File: config.mk
export PLATFORM = sky130hd
export DESIGN_NAME = tern_slicer
export DESIGN_NICKNAME = d
export VERILOG_FILES = /design/src/rtl/tern_slicer.sv
export SDC_FILE = /design/constraint.sdc
export NUM_CORES = 1
export LEC_CHECK = 0
export ABC_AREA = 1
export ABC_CLOCK_PERIOD_IN_PS = 28200
export BUFFER_PORTS_ARGS = -buffer_cell sky130_fd_sc_hd__buf_4
export CAP_MARGIN = 5
export CORE_MARGIN = 5
export CORE_UTILIZATION = 70
export DETAILED_ROUTE_END_ITERATION = 6
export GPL_ROUTABILITY_DRIVEN = 1
export PLACE_DENSITY = 0.92
export SYNTH_ARGS = -nofsm -noshare
export SYNTH_HDL_FRONTEND = slang
export SYNTH_SLANG_ARGS = --single-unit
File: constraint.sdc
create_clock -name clk -period 28.2 [get_ports clk]
set_clock_uncertainty 0.15 [all_clocks]
set_input_delay 1.41 -clock clk [delete_from_list [all_inputs] [get_ports clk]]
set_output_delay 1.41 -clock clk [all_outputs]
set_load 0.05 [all_outputs]
File: src/rtl/tern_slicer.sv
module tern_slicer #(
  parameter int SW = 12
) (
  input  logic                 clk,
  input  logic                 rst_n,
  input  logic                 smp_vld,
  input  logic signed [SW-1:0] smp,
  input  logic        [SW-2:0] peak,
  input  logic        [1:0]    lvl_sel,
  input  logic                 rec_en,
  output logic                 rail_p,
  output logic                 rail_n,
  output logic                 rail_vld,
  output logic                 rec_p,
  output logic                 rec_n,
  output logic                 rec_vld
);
  localparam int PW = SW - 1;
  localparam int MW = PW + 7;

  logic [MW-1:0]        scaled;
  logic [MW-1:0]        lvl_wide;
  logic signed [SW-1:0] lvl;
  logic                 dp, dn;

  always_comb begin
    case (lvl_sel)
      2'b00:   scaled = (MW'(peak) << 5) + (MW'(peak) << 3);
      2'b01:   scaled = (MW'(peak) << 5) + (MW'(peak) << 4) + (MW'(peak) << 1);
      2'b10:   scaled = (MW'(peak) << 5) + (MW'(peak) << 4) + (MW'(peak) << 3) + (MW'(peak) << 2);
      default: scaled = (MW'(peak) << 6) + (MW'(peak) << 2) + (MW'(peak) << 1);
    endcase
  end

  assign lvl_wide = scaled / MW'(100);
  assign lvl      = $signed({1'b0, lvl_wide[PW-1:0]});
  assign dp       = smp > lvl;
  assign dn       = smp < -lvl;

  always_ff @(posedge clk) begin
    if (!rst_n) begin
      rail_p <= 1'b0; rail_n <= 1'b0; rail_vld <= 1'b0;
      rec_p  <= 1'b0; rec_n  <= 1'b0; rec_vld  <= 1'b0;
    end else begin
      rail_vld <= smp_vld && !rec_en;
      rec_vld  <= smp_vld && rec_en;
      if (smp_vld) begin
        rail_p <= dp && !rec_en;
        rail_n <= dn && !rec_en;
        rec_p  <= dp && rec_en;
        rec_n  <= dn && rec_en;
      end
    end
  end
endmodule


==> Word-level counts from Yosys, hierarchy flattened <==
Cells that the tools add are included.
{ "word_totals": {"register_bits": 6, "input_bits": 29, "output_inout_bits": 6, "elab_cells": 28} }
{ "op_classes": {"addsub": 8, "div": 1, "n_lt_le_gt_ge": 2, "eq_ne": 2, "mux": 1, "reduce_logical": 8} }
{ "op_table": {"columns": ["operator", "n"], "rows": [
  ["$pmux 18 s3", 1],
  ["$add 18x12->18", 2],
  ["$add 17x13->18", 1],
  ["$add 17x14->18", 1],
  ["$add 18x13->18", 1],
  ["$div 18x7->18 const B", 1],
  ["$add 16x14->17", 1],
  ["$add 16x15->17", 1],
  ["$gt 12x12->1", 1],
  ["$lt 12x12->1", 1],
  ["$neg 11->12", 1],
  ["$logic_and 1x1->1", 6],
  ["$eq 2x1->1 const B", 1],
  ["$eq 2x2->1 const B", 1],
  ["$logic_not 2->1", 1],
  ["$logic_not 1->1", 1]
]} }

==> Logic depth before layout (Yosys ltp) <==
{ "depth": {"word_depth": 8, "ltp_mapped": 95, "depth_no_buf": 95} }

==> Worst setup path before layout <==
Ideal clock, no wire load.
{ "synth_timing": {"path_kind": "input-to-reg", "start": "input peak[0]", "end": "register rail_n", "setup_ps": 74, "arrival_ps": 10945, "required_time_ps": 27976, "setup_slack_ps": 17031, "path_stages": 83, "n_path_buf": 0, "cell_sequence": "ha_1 > fa_1 > nand2_1 > o21ai_2 > a31o_2 > xor2_1 > inv_1 > fa_1 > inv_1 > ha_1 > nand2_1 > nor2_1 > nand3_1 > o2111ai_1 > or2_2 > nand3_1 > nand4_4 > nor2_2 > [47 not listed] > nor2_2 > nor2_4 > ha_1 > inv_1 > ha_1 > inv_1 > nor2_1 > o211ai_1 > nand2_1 > a21oi_1 > nor2_1 > o21a_1 > o21a_1 > o21a_1 > o21a_1 > o21ai_0 > a31oi_1 > o21ai_0"} }
{ "synth_between": {"elab_chain_len": 8, "word_cells_on_any_way": 12, "cone_classes": "add/sub: 8; div: 1; order compare: 1; mux: 1; reduce/logical: 1"} }
{ "synth_rtl": {"columns": ["item", "line", "source"], "rows": [
  ["from (decl)", "8", "input logic [SW-2:0] peak,"],
  ["$add 16x15->17", "29, 30", null],
  ["$add 17x14->18", "30", "2'b10: scaled = (MW'(peak) << 5) + (MW'(peak) << 4) + (MW'(peak) << 3) + (MW'(peak) << 2);"],
  ["$add 18x13->18", "30", null],
  ["$pmux 18 s3 *", "27", "case (lvl_sel)"],
  ["$div 18x7->18 *", "35", "assign lvl_wide = scaled / MW'(100);"],
  ["$neg 11->12 *", "38", "assign dn = smp < -lvl;"],
  ["$lt 12x12->1 *", "38", null],
  ["$logic_and 1x1->1 *", "49", "rail_n <= dn && !rec_en;"],
  ["to (signal assigned)", "49", null],
  ["to (decl)", "12", "output logic rail_n,"]
]} }
Mark *: on every way between the ends. The rest lies on a longest branch, timed or not.
A chain may end at the register's enable or synchronous reset.

==> Worst setup path in the final report <==
{ "layout_timing": {"start": "input peak[1]", "end": "register rec_n"} }
{ "layout_between": {"elab_chain_len": 8, "word_cells_on_any_way": 12, "cone_classes": "add/sub: 8; div: 1; order compare: 1; mux: 1; reduce/logical: 1"} }
{ "layout_rtl": {"columns": ["item", "line", "source"], "rows": [
  ["$add 16x15->17", "29, 30", null],
  ["$add 17x14->18", "30", null],
  ["$add 18x13->18", "30", null],
  ["$pmux 18 s3 *", "27", null],
  ["$div 18x7->18 *", "35", null],
  ["$neg 11->12 *", "38", null],
  ["$lt 12x12->1 *", "38", null],
  ["$logic_and 1x1->1 *", "51", "rec_n <= dn && rec_en;"],
  ["to (signal assigned)", "51", null],
  ["to (decl)", "15", "output logic rec_n,"]
]} }
Marks and branches as above.

==> metrics <==
Post-CTS Setup Inserts=0; Req. time, crit path=28.17 ns; fin crit period=roughly 13 ns; register area share after synthesis=0.0198; final hold violations=0; drt initial violations=between 400 and 500; later-pin clock latency in the skew report=between 0.2 and 0.25 ns; most used cell, CP=nand2_2; Netlist cell types=52; RSZ-0062 raised after global routing=false; Die Height=approximately 100 um; CTS Buf Count=3; routed vias=6724; Post-Syn Instances=approximately 1000; initial core utilization=0.705; I/O Buffers=34; die extent in x=between 100 and 150 um; CP peak stage delay=a little under 0.5 ns; fin crit share=0.446; Worst slew margin=0.450; largest net degree at the start of global routing=19; Worst Max-Slew Pin Slew=slightly above 0.8 ns; share of cells above drive strength 1=0.151; critical path startpoint category=input pin; outcome=finished clean; #FFs+latches synth=6; H-tree Lvls=1; hold_buf cts=0; CTS root buffer=clkbuf_8; Ys Warns=0; # resized after CTS=0; Critical Path Sink Type=flop; WP data arrival=between 10 and 15 ns; Antenna diodes=0; WS Path Type=input pin to flop; slowest CP cell=fa_1; setup violators final=0; wire per inst=between 10 and 15 um; routed wire length=around 16000 um; Rows=34; vias in the first global route=6109; CP max FO=10; Area Overhead vs Synth=6.98%; drc violations=0; Sequential cell area=around 120 um2; Fmax=about 79 MHz; Vias/cell=approximately 5.8; Netlist Area Pre-Place=a little over 6000 um2; Post-Syn Nets=1140; Avg Cell Area, Syn=~6 um2; Detail Route Antenna Nets=0; Net count, final=~1200; setup TNS=0 ns; drt pass-1 iters=5; total grt overflow=0; Final GP Congestion=about 0.99; CTS tree=built; IO Pins=35; clk sinks=6; fill count=699; clock-pin slew on the worst setup and hold paths=about 0.030 ns; global-route wire length before repair=26400 um; Hold WC Path Type=flop to flop; area of the multi-input gates=roughly 5300 um2; max-slew violation count=0; Max clock buf depth=2; Die ar.=between 10000 and 15000 um2; HPWL after DPL=~13000 um; initial antenna violation count=0; GRT Total Usage=0.298; core box area=8590 um2; maxcap violations=0
[synth_stat cells (all sizes together)]
| library cell | instances | area (um2) |
|---|---|---|
| xnor2 | 3 | 26.3 |
| a21oi | 61 | 320 |
| dfxtp | 6 | 120 |
| fa | 22 | 440 |
| nand2 | 310 | 1380 |
| nor2 | 77 | 347 |
| o211ai | 6 | 50.1 |
| and2 | 1 | 6.26 |
| nand4 | 28 | 234 |
| o31ai | 2 | 15.0 |
| o21ai | 60 | 312 |
| nor3 | 7 | 45.0 |
| nand3b | 4 | 30.0 |
| clkinv | 6 | 22.5 |
| inv | 169 | 634 |
| ha | 75 | 938 |
| o21bai | 4 | 30.0 |
| a32oi | 1 | 8.76 |
| o2111ai | 4 | 41.3 |
| a311oi | 1 | 8.76 |
| nor4 | 1 | 6.26 |
| a21o | 4 | 30.0 |
| nand3 | 108 | 591 |
| nor3b | 1 | 7.51 |
| a31o | 2 | 17.5 |
| xor2 | 20 | 175 |
| o221ai | 3 | 26.3 |
| a221oi | 2 | 17.5 |
| buf | 2 | 16.3 |
| a21boi | 2 | 18.8 |
| or2 | 6 | 37.5 |
| o22ai | 1 | 6.26 |
| o21a | 8 | 60.1 |
| a31oi | 7 | 43.8 |
[area by class of cell]
cell class / instances / share of cell area
repair buffers: 35 / 0.0405
flip-flops and latches: 6 / 0.0185
well taps: 108 / 0.0208
clock buffers: 3 / 0.00637
multi-input cells: 831 / 0.812
inverters: 175 / 0.101
[kinds of logic after synthesis]
kind of cell,after synthesis,share of synthesized area
simple gates,543,0.443
buf+inv,177,0.111
compound gates,168,0.166
fa+ha+maj,97,0.227
xor+xnor,23,0.0332
flops,6,0.0198
[metrics by stage]
| step | cell area (um2) | setup WS (ns) | std cells | hold WS (ns) | util |
|---|---|---|---|---|---|
| after floorplan | 6060 | 17.03 | 1014 | 0.562 | - |
| after global placement | 6440 | 16.17 | 1155 | 0.320 | 0.750 |
| after detailed placement | 6440 | 15.70 | 1155 | 0.335 | 0.750 |
| after CTS | 6480 | 15.75 | 1158 | 0.344 | 0.755 |
| after global routing | 6480 | 14.43 | 1158 | 0.389 | 0.755 |
| final | 6480 | 15.62 | 1158 | 0.350 | 0.755 |
[layer usage]
layer | track usage | part of all wire | routed length, um | vias up
met5 | 0 | 0 | 0 | -
met4 | 0.106 | 0.028 | 436 | 0
met3 | 0.0176 | 0.062 | 967 | 42
met2 | 0.512 | 0.47 | 7270 | 232
met1 | 0.395 | 0.44 | 6890 | 3022
li1 | - | - | - | 3428
[placed cells by master, fill, tap and decap left out, drive strengths merged, types with 2 or more instances in the layout]
cell | netlist | layout
nand2 | 310 | 310
inv | 169 | 169
nand3 | 108 | 108
nor2 | 77 | 77
ha | 75 | 75
a21oi | 61 | 61
o21ai | 60 | 60
buf | 2 | 35
nand4 | 28 | 28
fa | 22 | 22
xor2 | 20 | 20
o21a | 8 | 8
a31oi | 7 | 7
nor3 | 7 | 7
clkinv | 6 | 6
dfxtp | 6 | 6
or2 | 6 | 6
o211ai | 6 | 6
o21bai | 4 | 4
nand3b | 4 | 4
a21o | 4 | 4
o2111ai | 4 | 4
xnor2 | 3 | 3
o221ai | 3 | 3
clkbuf | 0 | 3
a31o | 2 | 2
o31ai | 2 | 2
a221oi | 2 | 2
a21boi | 2 | 2
[flip-flops by register name, summed over array words and instances, names as in the netlist]
register / cells
rail_p: 1
rec_p: 1
rec_vld: 1
rail_vld: 1
rail_n: 1
rec_n: 1
[path summary, 6_finish.rpt]
check             cells past startpoint  slack (ns)  startpoint     to
setup / recovery                     84       15.62     peak[1]  rec_n
hold / removal                        2        0.35       rec_p  rec_p
setup reg to reg                      2       27.39       rec_n  rec_n
hold reg to reg                       2        0.35       rec_p  rec_p
[critical path, delay by kind of cell]
family,cells,cell delay (ns)
simple gates,58,6.21
buf+inv,6,0.47
fa+ha+maj,6,2.09
xor+xnor,1,0.18
compound gates,13,2.18
Power is not shown: default switching activity piles up to over one toggle a cycle in this logic, so the estimate is an artifact.
